### src/rtl/lcdt_pkg.sv
package lcdt_pkg;
  localparam int ADDR_W = 4;
  localparam int DATA_W = 32;
  localparam int UF_EN_BIT = 31;

  typedef enum logic [ADDR_W-1:0] {
    A_RUN    = 4'd0,
    A_LINE   = 4'd1,
    A_HWIN   = 4'd2,
    A_FLEN   = 4'd3,
    A_VSLEN  = 4'd4,
    A_VSTART = 4'd5,
    A_VEND   = 4'd6,
    A_SKEW   = 4'd7,
    A_POL    = 4'd8,
    A_BORDER = 4'd9,
    A_UFLOW  = 4'd10
  } cfg_addr_e;
endpackage

### src/rtl/lcdt_rst_sync.sv
module lcdt_rst_sync (
  input  logic clk,
  input  logic rst_n,
  output logic rst_q
);
  logic s1_q;

  always_ff @(posedge clk or negedge rst_n) begin
    if (!rst_n) begin
      s1_q  <= 1'b0;
      rst_q <= 1'b0;
    end else begin
      s1_q  <= 1'b1;
      rst_q <= s1_q;
    end
  end
endmodule

### src/rtl/lcdt_regs.sv
module lcdt_regs
  import lcdt_pkg::*;
#(
  parameter int HW = 12,
  parameter int FW = 24,
  parameter int CW = 24
) (
  input  logic              clk,
  input  logic              rst_n,
  input  logic              we,
  input  logic [ADDR_W-1:0] addr,
  input  logic [DATA_W-1:0] wdata,
  output logic              en,
  output logic [HW-1:0]     h_per,
  output logic [HW-1:0]     h_pw,
  output logic [HW-1:0]     h_start,
  output logic [HW-1:0]     h_end,
  output logic [FW-1:0]     f_per,
  output logic [FW-1:0]     vs_len,
  output logic [FW-1:0]     v_start,
  output logic [FW-1:0]     v_end,
  output logic [HW-1:0]     skew,
  output logic              hs_low,
  output logic              vs_low,
  output logic [CW-1:0]     border,
  output logic              uf_en,
  output logic [CW-1:0]     uf_color
);
  localparam int HI_LSB = DATA_W / 2;

  logic              en_n, hs_low_n, vs_low_n, uf_en_n;
  logic [HW-1:0]     h_per_n, h_pw_n, h_start_n, h_end_n, skew_n;
  logic [FW-1:0]     f_per_n, vs_len_n, v_start_n, v_end_n;
  logic [CW-1:0]     border_n, uf_color_n;
  logic              unused_wdata;

  assign unused_wdata = ^wdata;

  always_comb begin
    en_n       = en;
    h_per_n    = h_per;
    h_pw_n     = h_pw;
    h_start_n  = h_start;
    h_end_n    = h_end;
    f_per_n    = f_per;
    vs_len_n   = vs_len;
    v_start_n  = v_start;
    v_end_n    = v_end;
    skew_n     = skew;
    hs_low_n   = hs_low;
    vs_low_n   = vs_low;
    border_n   = border;
    uf_en_n    = uf_en;
    uf_color_n = uf_color;
    if (we) begin
      case (addr)
        A_RUN:    en_n = wdata[0];
        A_LINE: begin
          h_per_n = wdata[HW-1:0];
          h_pw_n  = wdata[HI_LSB+HW-1:HI_LSB];
        end
        A_HWIN: begin
          h_start_n = wdata[HW-1:0];
          h_end_n   = wdata[HI_LSB+HW-1:HI_LSB];
        end
        A_FLEN:   f_per_n   = wdata[FW-1:0];
        A_VSLEN:  vs_len_n  = wdata[FW-1:0];
        A_VSTART: v_start_n = wdata[FW-1:0];
        A_VEND:   v_end_n   = wdata[FW-1:0];
        A_SKEW:   skew_n    = wdata[HW-1:0];
        A_POL: begin
          hs_low_n = wdata[0];
          vs_low_n = wdata[1];
        end
        A_BORDER: border_n = wdata[CW-1:0];
        A_UFLOW: begin
          uf_en_n    = wdata[UF_EN_BIT];
          uf_color_n = wdata[CW-1:0];
        end
        default: ;
      endcase
    end
  end

  always_ff @(posedge clk or negedge rst_n) begin
    if (!rst_n) begin
      en       <= 1'b0;
      h_per    <= '0;
      h_pw     <= '0;
      h_start  <= '0;
      h_end    <= '0;
      f_per    <= '0;
      vs_len   <= '0;
      v_start  <= '0;
      v_end    <= '0;
      skew     <= '0;
      hs_low   <= 1'b0;
      vs_low   <= 1'b0;
      border   <= '0;
      uf_en    <= 1'b0;
      uf_color <= '0;
    end else if (we) begin
      en       <= en_n;
      h_per    <= h_per_n;
      h_pw     <= h_pw_n;
      h_start  <= h_start_n;
      h_end    <= h_end_n;
      f_per    <= f_per_n;
      vs_len   <= vs_len_n;
      v_start  <= v_start_n;
      v_end    <= v_end_n;
      skew     <= skew_n;
      hs_low   <= hs_low_n;
      vs_low   <= vs_low_n;
      border   <= border_n;
      uf_en    <= uf_en_n;
      uf_color <= uf_color_n;
    end
  end
endmodule

### src/rtl/lcdt_counters.sv
module lcdt_counters #(
  parameter int HW = 12,
  parameter int FW = 24
) (
  input  logic          clk,
  input  logic          rst_n,
  input  logic          en,
  input  logic [HW-1:0] h_per,
  input  logic [FW-1:0] f_per,
  output logic          run,
  output logic [HW-1:0] hcnt,
  output logic [FW-1:0] fcnt,
  output logic          frame_last
);
  localparam logic [HW-1:0] H_ONE = HW'(1);
  localparam logic [FW-1:0] F_ONE = FW'(1);

  logic          run_n;
  logic [HW-1:0] hcnt_n;
  logic [FW-1:0] fcnt_n;
  logic          line_end;

  always_comb begin
    frame_last = run && (fcnt == f_per - F_ONE);
    line_end   = (hcnt == h_per - H_ONE);
    run_n      = run;
    hcnt_n     = hcnt;
    fcnt_n     = fcnt;
    if (!run || frame_last) begin
      run_n  = en;
      hcnt_n = '0;
      fcnt_n = '0;
    end else begin
      fcnt_n = fcnt + F_ONE;
      hcnt_n = line_end ? '0 : hcnt + H_ONE;
    end
  end

  always_ff @(posedge clk or negedge rst_n) begin
    if (!rst_n) begin
      run  <= 1'b0;
      hcnt <= '0;
      fcnt <= '0;
    end else begin
      run  <= run_n;
      hcnt <= hcnt_n;
      fcnt <= fcnt_n;
    end
  end
endmodule

### src/rtl/lcdt_window.sv
module lcdt_window #(
  parameter int HW = 12,
  parameter int FW = 24
) (
  input  logic          clk,
  input  logic          rst_n,
  input  logic          run,
  input  logic [HW-1:0] hcnt,
  input  logic [FW-1:0] fcnt,
  input  logic          frame_last,
  input  logic [HW-1:0] h_pw,
  input  logic [HW-1:0] skew,
  input  logic [HW-1:0] h_start,
  input  logic [HW-1:0] h_end,
  input  logic [FW-1:0] vs_len,
  input  logic [FW-1:0] v_start,
  input  logic [FW-1:0] v_end,
  input  logic          hs_low,
  input  logic          vs_low,
  output logic          de_next,
  output logic          hsync,
  output logic          vsync,
  output logic          de,
  output logic          evt
);
  logic [HW:0] hs_lo, hs_hi, hcnt_x;
  logic        hs_act, vs_act, h_in, v_in;
  logic        hsync_n, vsync_n;

  always_comb begin
    hcnt_x  = {1'b0, hcnt};
    hs_lo   = {1'b0, skew};
    hs_hi   = {1'b0, skew} + {1'b0, h_pw};
    hs_act  = run && (hcnt_x >= hs_lo) && (hcnt_x < hs_hi);
    vs_act  = run && (fcnt < vs_len);
    h_in    = (hcnt >= h_start) && (hcnt <= h_end);
    v_in    = (fcnt >= v_start) && (fcnt <= v_end);
    de_next = run && h_in && v_in;
    hsync_n = hs_act ^ hs_low;
    vsync_n = vs_act ^ vs_low;
  end

  always_ff @(posedge clk or negedge rst_n) begin
    if (!rst_n) begin
      hsync <= 1'b0;
      vsync <= 1'b0;
      de    <= 1'b0;
      evt   <= 1'b0;
    end else begin
      hsync <= hsync_n;
      vsync <= vsync_n;
      de    <= de_next;
      evt   <= frame_last;
    end
  end
endmodule

### src/rtl/lcdt_pixmux.sv
module lcdt_pixmux #(
  parameter int CW = 24
) (
  input  logic          clk,
  input  logic          rst_n,
  input  logic          de_next,
  input  logic [CW-1:0] pix_in,
  input  logic          underflow,
  input  logic          uf_en,
  input  logic [CW-1:0] uf_color,
  input  logic [CW-1:0] border,
  output logic [CW-1:0] rgb
);
  logic [CW-1:0] rgb_n;

  always_comb begin
    if (!de_next)               rgb_n = border;
    else if (underflow && uf_en) rgb_n = uf_color;
    else                        rgb_n = pix_in;
  end

  always_ff @(posedge clk or negedge rst_n) begin
    if (!rst_n) rgb <= '0;
    else        rgb <= rgb_n;
  end
endmodule

### src/rtl/lcd_frame_timer.sv
module lcd_frame_timer
  import lcdt_pkg::*;
#(
  parameter int HW = 12,
  parameter int FW = 24,
  parameter int CW = 24
) (
  input  logic              clk,
  input  logic              rst_n,
  input  logic              cfg_we,
  input  logic [ADDR_W-1:0] cfg_addr,
  input  logic [DATA_W-1:0] cfg_wdata,
  input  logic [CW-1:0]     pix_in,
  input  logic              pix_underflow,
  output logic              lcd_hsync,
  output logic              lcd_vsync,
  output logic              lcd_de,
  output logic [CW-1:0]     lcd_rgb,
  output logic              frame_evt
);
  logic          rst_q;
  logic          en, hs_low, vs_low, uf_en;
  logic [HW-1:0] h_per, h_pw, h_start, h_end, skew;
  logic [FW-1:0] f_per, vs_len, v_start, v_end;
  logic [CW-1:0] border, uf_color;
  logic          run, frame_last, de_next;
  logic [HW-1:0] hcnt;
  logic [FW-1:0] fcnt;

  lcdt_rst_sync i_rst (.clk(clk), .rst_n(rst_n), .rst_q(rst_q));

  lcdt_regs #(.HW(HW), .FW(FW), .CW(CW)) i_regs (
    .clk(clk), .rst_n(rst_q), .we(cfg_we), .addr(cfg_addr), .wdata(cfg_wdata),
    .en(en), .h_per(h_per), .h_pw(h_pw), .h_start(h_start), .h_end(h_end),
    .f_per(f_per), .vs_len(vs_len), .v_start(v_start), .v_end(v_end),
    .skew(skew), .hs_low(hs_low), .vs_low(vs_low), .border(border),
    .uf_en(uf_en), .uf_color(uf_color)
  );

  lcdt_counters #(.HW(HW), .FW(FW)) i_cnt (
    .clk(clk), .rst_n(rst_q), .en(en), .h_per(h_per), .f_per(f_per),
    .run(run), .hcnt(hcnt), .fcnt(fcnt), .frame_last(frame_last)
  );

  lcdt_window #(.HW(HW), .FW(FW)) i_win (
    .clk(clk), .rst_n(rst_q), .run(run), .hcnt(hcnt), .fcnt(fcnt),
    .frame_last(frame_last), .h_pw(h_pw), .skew(skew), .h_start(h_start),
    .h_end(h_end), .vs_len(vs_len), .v_start(v_start), .v_end(v_end),
    .hs_low(hs_low), .vs_low(vs_low), .de_next(de_next),
    .hsync(lcd_hsync), .vsync(lcd_vsync), .de(lcd_de), .evt(frame_evt)
  );

  lcdt_pixmux #(.CW(CW)) i_pix (
    .clk(clk), .rst_n(rst_q), .de_next(de_next), .pix_in(pix_in),
    .underflow(pix_underflow), .uf_en(uf_en), .uf_color(uf_color),
    .border(border), .rgb(lcd_rgb)
  );
endmodule

### config.mk
export PLATFORM = sky130hd
export DESIGN_NAME = lcd_frame_timer
export DESIGN_NICKNAME = d
export VERILOG_FILES = /design/src/rtl/lcdt_pkg.sv /design/src/rtl/lcdt_rst_sync.sv /design/src/rtl/lcdt_regs.sv /design/src/rtl/lcdt_counters.sv /design/src/rtl/lcdt_window.sv /design/src/rtl/lcdt_pixmux.sv /design/src/rtl/lcd_frame_timer.sv
export SDC_FILE = /design/constraint.sdc
export NUM_CORES = 1
export LEC_CHECK = 0
export CELL_PAD_IN_SITES_DETAIL_PLACEMENT = 1
export CELL_PAD_IN_SITES_GLOBAL_PLACEMENT = 1
export CORE_ASPECT_RATIO = 1.75
export CORE_MARGIN = 2
export CORE_UTILIZATION = 45
export DETAILED_ROUTE_END_ITERATION = 8
export DONT_BUFFER_PORTS = 1
export PLACE_DENSITY_LB_ADDON = 0.3
export SLEW_MARGIN = 20
export SYNTH_ARGS = -nofsm -noshare
export SYNTH_HDL_FRONTEND = slang
export SYNTH_SLANG_ARGS = --single-unit
### constraint.sdc
create_clock -name clk -period 11.04 [get_ports clk]
set_clock_uncertainty 0.15 [all_clocks]
set_input_delay 0.552 -clock clk [delete_from_list [all_inputs] [get_ports clk]]
set_output_delay 0.552 -clock clk [all_outputs]
set_load 0.005 [all_outputs]
; Yosys cells after proc, flatten, opt, wreduce, memory -nomap -nowiden
; Index checks and enable logic that the tools add are counted.
; W data, S select, Z words.
[totals]
register_bits = 275
latch_bits = 0
mem_bits_rw = 0
mem_bits_ro = 0
input_bits = 64
out_inout_bits = 28
wordCells = 79
memories = 0
[op_classes]
n_addsub = 5
n_mul = 0
n_div = 0
magnitude_cmp = 7
eq_ne = 12
n_shift = 0
n_mux = 5
bitwise_logic = 2
reduce_logical = 23
[ops]
columns = cell, n
row1 = $mux W24, 3
row2 = $add A24 B1 Y24 const B, 1
row3 = $eq A24 B24 Y1, 1
row4 = $ge A12 B12 Y1, 2
row5 = $ge A24 B24 Y1, 1
row6 = $le A24 B24 Y1, 1
row7 = $lt A24 B24 Y1, 1
row8 = $mux W12, 2
row9 = $sub A24 B1 Y24 const B, 1
row10 = $reduce_and A2 Y1, 11
row11 = $eq A4 B3 Y1 const B, 4
row12 = $add A12 B12 Y13, 1
row13 = $lt A12 B13 Y1, 1
row14 = $add A12 B1 Y12 const B, 1
row15 = $eq A12 B12 Y1, 1
row16 = $eq A4 B4 Y1 const B, 3
row17 = $le A12 B12 Y1, 1
row18 = $sub A12 B1 Y12 const B, 1
row19 = $logic_and A1 B1 Y1, 9
row20 = $eq A4 B2 Y1 const B, 2
row21 = $eq A4 B1 Y1 const B, 1
row22 = $logic_not A4 Y1, 1
row23 = $xor A1 B1 Y1, 2
row24 = $logic_not A1 Y1, 1
row25 = $logic_or A1 B1 Y1, 1

; Logic depth before layout (Yosys ltp)
; Gate-level depths: netlist (run 1).
[logic_depth]
word_depth = 5
ltp_mapped = 17
mapped_depth_nobuf = 17

; By module
; A second synthesis (run 1) with hierarchy kept.
[hier_totals]
cells_unflattened = 1450
area_unflattened_um2 = 16199.3
[modules_own_cells]
columns = mod, instances, cells_each, area_per_inst_um2, seq_area_each_um2
row1 = lcdt_regs, 1, 457, 7922.6, 5205.0
row2 = lcdt_window, 1, 462, 3509.6, 100.1
row3 = lcdt_counters, 1, 393, 3246.9, 925.9
row4 = lcdt_pixmux, 1, 135, 1466.4, 600.6
row5 = lcdt_rst_sync, 1, 3, 53.8, 50.0

; Worst setup path after synthesis (run 1)
; No wires, ideal clock.
[synth_timing]
kind = register to register
startpoint = reg i_regs.skew[0]
endpoint = reg i_win.hsync
setup_ps = 132
arrival_ps = 2877
t_required_ps = 10758
setup_slack_ps = 7881
stages_incl_launch_ff = 17
n_path_buf = 0
synth_period_minus_slack_ps = 3159
path_cell_list = dfrtp_1 ha_1 inv_1 fa_1 nor2b_1 o21a_1 o21ai_0 a21oi_1 a21oi_1 nor3_1 a311oi_1 ha_1 a2111oi_0 nand3_1 a31oi_1 o41ai_1 xnor2_1
[synth_via]
elab_chain_cells = 4
word_cells_on_any_way = 6
cone_classes = add/sub: 1 / order compare: 2 / bitwise: 1 / reduce/logical: 2
[synth_rtl]
columns = element, line_no
row1 = from (decl), lcdt_regs.sv:22  ; output logic [HW-1:0] skew,
row2 = from (signal assigned), lcdt_regs.sv:112  ; skew <= skew_n;
row3 = $add A12 B12 Y13 / $ge A12 B12 Y1 (equally long branches), "lcdt_window.sv:33, lcdt_window.sv:34"
row4 = $lt A12 B13 Y1 / $logic_and A1 B1 Y1 (equally long branches), lcdt_window.sv:34  ; hs_act = run && (hcnt_x >= hs_lo) && (hcnt_x < hs_hi);
row5 = $logic_and A1 B1 Y1 (*), lcdt_window.sv:34
row6 = $xor A1 B1 Y1 (*), lcdt_window.sv:39  ; hsync_n = hs_act ^ hs_low;
row7 = via i_win.hsync_n, lcdt_window.sv:28  ; logic hsync_n, vsync_n;
row8 = to (signal assigned), lcdt_window.sv:50  ; hsync <= hsync_n;
row9 = to (decl), lcdt_window.sv:21  ; output logic hsync,
; Mark *: on every way through the listed nets, which the timed path passes. The rest lies on a longest branch.
; A chain may end at the register's enable or synchronous reset.

; Worst setup path in the final report (run 1)
[layout_timing]
startpoint = reg i_cnt.hcnt[5]
endpoint = reg i_pix.rgb[8]
[layout_via]
elab_chain_cells = 5
word_cells_on_any_way = 6
cone_classes = order compare: 2 / mux: 1 / reduce/logical: 3
[layout_rtl]
columns = element, line_no
row1 = from (decl), lcdt_counters.sv:11  ; output logic [HW-1:0] hcnt,
row2 = from (signal assigned), lcdt_counters.sv:46  ; hcnt <= hcnt_n;
row3 = $ge A12 B12 Y1 / $le A12 B12 Y1 (equally long branches), lcdt_window.sv:36  ; h_in = (hcnt >= h_start) && (hcnt <= h_end);
row4 = $logic_and A1 B1 Y1 (*), lcdt_window.sv:36
row5 = $logic_and A1 B1 Y1 (*) (2 in series), lcdt_window.sv:38  ; de_next = run && h_in && v_in;
row6 = $mux W24 (*), lcdt_pixmux.sv:17  ; if (!de_next) rgb_n = border;
row7 = via i_pix.rgb_n[8], lcdt_pixmux.sv:14  ; logic [CW-1:0] rgb_n;
row8 = to (signal assigned), lcdt_pixmux.sv:24  ; else rgb <= rgb_n;
row9 = to (decl), lcdt_pixmux.sv:12  ; output logic [CW-1:0] rgb
; Marked as above.

==> results.yml, run 1 <==
yosys:
  syn_nets: 1653
  yosysWarnings: 0
  dominantRegCellSynth: "dfrtp_1"
  synth_area_sq_um: 15500
  syn_area_per_cell_sq_um: 10.7
  synth_edf_count: 0
  postSynthCellCount: 1454
  ys_async_sr_fraction: 1.00
  seq_area_frac_synth: 0.443
  synth-seq-cells: 275
  ys_types: 73
clocking:
  clk_latency_ps: 570
  htree_num_levels: 1
  cts_root_buf: "clkbuf_16"
  clk_path_buf_depth: 3
  numCtsBuffers: 28
  cts_tree: "yes"
  cts.clk_slew.worst_paths_ps: 60
  numClockSinks: 275
timing:
  min_period_ps: 4150
  maxSlewViolCount: 0
  maxSlewHeadroom: 0.282
  hold_ws_ps: 60.6
  rsz0062_at_grt: "false"
  setup_slack_ps: 6890
  fmax_mhz: 241
  setup_viol: 0
  max_slew.worst_pin.slew_ps: 1080
  fin_crit_sh: 0.376
  hold_viol_final: 0
  fin_tns_setup_ps: 0
layout:
  final_cells: 1956
  mostFrequentLayoutCells: "dfrtp_1, mux2_2, ha_1, inv_1, nand2_1"
  final_common_cell: "dfrtp_1"
  num-fill-cells: 3764
  drive_above_1_share: 0.189
  syn2layout_area_growth_pct: 12.0
  nNetsFinal: 1670
drt:
  vias_per_cell: 5.78
  drcViolationCount: 0
  ant_nets: 0
  avgRoutedWirePerCell_microns: 23.0
  vias: 11309
  drtPass1Iterations: 4
  wirelength_microns: 45000
  drtIter0Drc: 394
place:
  dp_worst_setup_slack_ps: 6760
  dp_cells: 1869
  gp_congestion: 0.883
  dp_hpwl_microns: 32000
  io_buffers: 0
die:
  core_region_area_sq_um: 34200
  io_pins: 92
  die-area_sq_um: 36100
  die_w_microns: 144
  core.rowCount: 90
  die_y_microns: 250
  start_util: 0.454
run_status:
  status: "completed"
pwr:
  p_per_area_nw_per_um2: 215
  p_leak_nw: 7.89
  ir_drop_uv: 129
  p_total_w: 0.00374
critical_path:
  worstPathMaxFanout: 14
  criticalPathCategory: "reg -> reg"
  critPathCaptureType: "flip-flop"
  cp_data_arrival_time_ps: 4450
  required_ps: 11340
  start_kind: "flip-flop"
global_routing:
  met1_usage: 0.272
  antenna_found_initial: 7
  grt_pass1_wl_microns: 69900
  gr-usage-all-layers: 0.256
  use_met3: 0.0288
  grt_busiest_layer: "met2"
  grt_pass1_vias: 12343
  grt_use_met2: 0.493
  grt-ovfl-total: 0
  grt_max_degree: 80
run:
  cap_violations: 0
worst_hold_path:
  worstHoldPathType: "in -> async"
cells by family after synthesis:
group	share of synthesized area
AND/OR/NAND/NOR	0.123
multiplexers	0.146
adder cells (fa/ha/maj)	0.109
flip-flops	0.443
AO/OA/AOI/OAI	0.0878
buffers and inverters	0.0457
other	0.000242
XOR/XNOR	0.0446
synth_stat cells, drive strengths merged, types with 3 or more instances:
master	number	area share
a31oi	5	0.0020
nor4	12	0.0062
buf	7	0.0039
nand2	92	0.022
o211ai	8	0.0039
o21a	6	0.0029
a21oi	41	0.013
clkbuf	52	0.013
nor3	40	0.013
o22ai	3	0.0012
xor2	35	0.020
nand4	27	0.011
or3	7	0.0028
nand2b	15	0.0060
and4	5	0.0028
o31ai	5	0.0024
and2	3	0.0012
mux2	199	0.14
o21ai	89	0.029
inv	121	0.029
o2111ai	3	0.0017
nand4b	4	0.0023
o41ai	3	0.0022
o311ai	3	0.0017
ha	134	0.11
nor2b	10	0.0040
nand3b	6	0.0029
dfrtp	275	0.44
nor3b	5	0.0031
nor2	62	0.015
xnor2	44	0.025
a211oi	7	0.0034
a21boi	3	0.0015
a2111oi	6	0.0034
or2	3	0.0012
a21o	17	0.0082
nand3	44	0.014
and3	14	0.0056
or4	6	0.0031
mux2i	3	0.0019
layer usage:
metal | share of wire | wire [microns]
met4 | 0.050 | 2270
met1 | 0.36 | 16000
met2 | 0.57 | 25400
met3 | 0.028 | 1250
met5 | 0 | 0
final cells by class:
class	count	area (sq um)	share of cell area
diodes	3	7.51	0.000432
clock buffers	39	813	0.0468
clock inverters	13	218	0.0125
inverters	121	454	0.0261
multi-input cells	999	7980	0.459
flip-flops and latches	275	6890	0.396
well taps	460	576	0.0331
repair buffers	46	458	0.0263
state kept, by name, summed over array words and instances (netlist names), 12 cells and up:
register,count
i_pix.rgb,24
i_regs.h_start,12
i_regs.h_pw,12
i_regs.vs_len,24
i_cnt.fcnt,24
i_regs.skew,12
i_regs.uf_color,24
i_regs.border,24
i_regs.v_end,24
i_regs.v_start,24
i_cnt.hcnt,12
i_regs.f_per,24
i_regs.h_per,12
i_regs.h_end,12
critical path: stages (launching register included):
cell and delay (ps):
dfrtp_1 620, ha_1 350, a21o_1 170, nand3_1 80, a21oi_1 60, a2111oi_0 600, o221ai_1 320, a221oi_4 900
buf_4 410, mux2_2 370
what timing repair did:
item,4_1_cts,5_1_grt
resized for setup,0,0
setup buffers,0,0
hold buffers,30,0
endpoints found under the hold margin,210,0
power by group:
part / leakage (nW) / switching [W] / total (W) / internal (W)
logic: 4.00 / 0.000605 / 0.00116 / 0.000556
clock network: 0.508 / 0.000417 / 0.00107 / 0.000653
registers: 3.38 / 0.000269 / 0.00151 / 0.00124
total: 7.89 / 0.00129 / 0.00374 / 0.00245
through the flow:
step | util | area, sq um
2_1_floorplan | - | 15500
3_3_place_gp | 0.467 | 16000
3_5_place_dp | 0.468 | 16000
4_1_cts | 0.507 | 17300
5_1_grt | 0.508 | 17400
6_report | 0.508 | 17400
path summary, 6_finish.rpt:
path | startpoint | to | slack [ps] | depth (start not counted)
worst max register to register | i_cnt.hcnt[5] | i_pix.rgb[8] | 6890 | 9
min in group clk | pix_in[3] | i_pix.rgb[3] | 110 | 2
worst min register to register | i_rst.rst_q | i_regs.f_per[9] | 150 | 0
worst min-delay path | rst_n | i_rst.rst_q | 60 | 1
max in group asynchronous | i_rst.rst_q | i_regs.f_per[17] | 8560 | 2
worst max-delay path | i_cnt.hcnt[5] | i_pix.rgb[8] | 6890 | 9
No activity file was read; power rests on OpenSTA's default activity.
==> inputs of run 2 (changes only) <==
--- a/config.mk
+++ b/config.mk
@@ -5,11 +5,12 @@
 export SDC_FILE = /design/constraint.sdc
 export NUM_CORES = 1
 export LEC_CHECK = 0
+export ABC_AREA = 1
 export CELL_PAD_IN_SITES_DETAIL_PLACEMENT = 1
 export CELL_PAD_IN_SITES_GLOBAL_PLACEMENT = 1
 export CORE_ASPECT_RATIO = 1.75
 export CORE_MARGIN = 2
-export CORE_UTILIZATION = 45
+export CORE_UTILIZATION = 44
 export DETAILED_ROUTE_END_ITERATION = 8
 export DONT_BUFFER_PORTS = 1
 export PLACE_DENSITY_LB_ADDON = 0.3
==> constraint.sdc (replaced) <==
create_clock -name clk -period 3.3 [get_ports clk]
set_clock_uncertainty 0.15 [all_clocks]
set_input_delay 0.165 -clock clk [delete_from_list [all_inputs] [get_ports clk]]
set_output_delay 0.165 -clock clk [all_outputs]
set_load 0.005 [all_outputs]
==> results.yml, run 2 <==
layout:
  nNetsFinal: 2227
  final_common_cell: "nand2_1"
  drive_above_1_share: 0.0605
  mostFrequentLayoutCells: "nand2_1, dfrtp_1, inv_1, o21ai_0, nor2_1"
  final_cells: 2515
  syn2layout_area_growth_pct: 14.4
critical_path:
  cp_data_arrival_time_ps: 3320
  worstPathMaxFanout: 4
  critPathCaptureType: "flip-flop"
  start_kind: "flip-flop"
  startpoint: "i_regs.skew[0]"
  r2r_start: "i_regs.skew[0]"
  criticalPathCategory: "reg -> reg"
  required_ps: 3630
global_routing:
  antenna_found_initial: 2
  grt_pass1_wl_microns: 84300
  grt-ovfl-total: 0
  gr-usage-all-layers: 0.291
  grt_max_degree: 87
  grt_pass1_vias: 15350
yosys:
  yosys.area.top_type: "dfrtp_1"
  yosys-top-cells-area: "dfrtp_1, nand2_1, ha_1, o21ai_0, inv_1"
  synth_area_sq_um: 15800
  synth_commonest_cells: "nand2_1, dfrtp_1, inv_1"
  yosysWarnings: 0
  synth_top_area_share: 0.435
  syn_nets: 2155
  ys_async_sr_fraction: 1.00
  synth_edf_count: 0
  postSynthCellCount: 1956
  syn_area_per_cell_sq_um: 8.09
  dominantRegCellSynth: "dfrtp_1"
  yosysMostFrequentCell: "nand2_1"
  seq_area_frac_synth: 0.435
  ys_types: 38
  synth-seq-cells: 275
clocking:
  cts_resized: 0
  clk_latency_ps: 580
  clk_path_buf_depth: 3
  cts_root_buf: "clkbuf_16"
  cts.clk_slew.worst_paths_ps: 70
  numCtsBuffers: 28
  post_cts_buffers: 0
  htree_num_levels: 1
  cts_tree: "yes"
  cts_hold_buf: 72
  numClockSinks: 275
timing:
  rsz0062_at_grt: "false"
  fin_crit_sh: 0.907
  maxSlewHeadroom: 0.354
  setup_slack_ps: 308
  fmax_mhz: 334
  min_period_ps: 2990
  hold_viol_final: 0
  max_slew.worst_pin.slew_ps: 963
  setup_viol: 0
  fin_tns_setup_ps: 0
  maxSlewViolCount: 0
worst_hold_path:
  worstHoldPathType: "in -> reg"
  hold_start: "cfg_addr[0]"
pwr:
  p_leak_nw: 9.09
  p_per_area_nw_per_um2: 670
  ir_drop_uv: 480
  p_total_w: 0.0121
die:
  core_region_area_sq_um: 35300
  die_w_microns: 147
  io_pins: 92
  core.rowCount: 91
  die-area_sq_um: 37500
  die_y_microns: 255
  start_util: 0.448
drt:
  vias: 13917
  ant_nets: 0
  drcViolationCount: 0
  wirelength_microns: 54100
  vias_per_cell: 5.53
  drtIter0Drc: 558
  avgRoutedWirePerCell_microns: 21.5
  drtPass1Iterations: 5
run:
  cap_violations: 0
run_status:
  status: "completed"
place:
  dp_hpwl_microns: 38900
  io_buffers: 0
  dp_cells: 2391
  dp_worst_setup_slack_ps: 315
  gp_congestion: 0.928
run 2: cell types whose count changed in the layout (fill, tap and decap cells not counted), moves of 29 or more:
cell / change
a21oi_1: +29
o21ai_0: +145
inv_1: +114
nand2_1: +404
nor2_1: +100
dlygate4sd3_1: +42
mux2_2: -174
nand4_1: +32
run 2: cell type report:
class,count,area (sq um)
Antenna cell,1,2.50
Clock buffer,39,822
Clock inverter,12,143
Fill cell,4309,17200
Inverter,237,890
Multi-Input combinational cell,1387,7830
Sequential cell,275,6890
Tap cell,465,582
Timing Repair Buffer,99,948
run 2: cell families (layout without fill, tap and decap cells):
| kind of cell | after synthesis | in the layout | synth area share |
|---|---|---|---|
| fa+ha+maj | 135 | 135 | 0.107 |
| buf+inv | 294 | 387 | 0.0714 |
| flops | 275 | 275 | 0.435 |
| other cells | 1 | 2 | 0.000237 |
| xor+xnor | 80 | 80 | 0.0443 |
| simple gates | 830 | 830 | 0.222 |
| mux | 25 | 25 | 0.0178 |
| compound gates | 316 | 316 | 0.102 |
run 2: metal layers:
layer,up-vias,track usage,part of all wire
met5,-,0,0.00024
met1,6955,0.298,0.36
met2,299,0.566,0.54
met3,170,0.0349,0.036
li1,6491,-,-
met4,2,0.162,0.062
run 2: critical path: stages, from the launching register on:
cell,delay [ps]
dfrtp_1,370
ha_1,180
inv_1,60
fa_1,400
o21ai_0,170
buf_4,160
a21oi_1,90
nor3_1,160
nor2_1,80
xor2_1,150
ha_1,290
a21o_1,170
nand4_1,80
nand2_1,60
nor2_1,130
nand3_1,90
nand2_1,60
nand2_1,40
run 2: through the flow:
stage | hold WS, ps | util | instance area, sq um
4_1_cts | 4.97 | 0.513 | 18100
6_report | 25.2 | 0.513 | 18100
5_1_grt | 95.3 | 0.513 | 18100
3_3_place_gp | -281 | 0.465 | 16400
2_1_floorplan | -281 | - | 15800
3_5_place_dp | -281 | 0.465 | 16400
run 2: final timing paths:
path | slack (ps) | endpoint | depth (start not counted)
setup / recovery | 310 | i_win.hsync | 17
hold / removal | 30 | i_regs.f_per[15] | 4
setup reg to reg | 310 | i_win.hsync | 17
hold reg to reg | 160 | i_regs.vs_len[15] | 0
max in group asynchronous | 1960 | i_regs.h_per[9] | 1
min in group asynchronous | 160 | i_regs.vs_len[15] | 0
run 2: power breakdown:
part / switching (W) / leakage, nW / internal, W
registers: 0.000715 / 3.44 / 0.00408
clock network: 0.00145 / 0.475 / 0.00191
logic: 0.00246 / 5.17 / 0.00152
total: 0.00463 / 9.09 / 0.00751
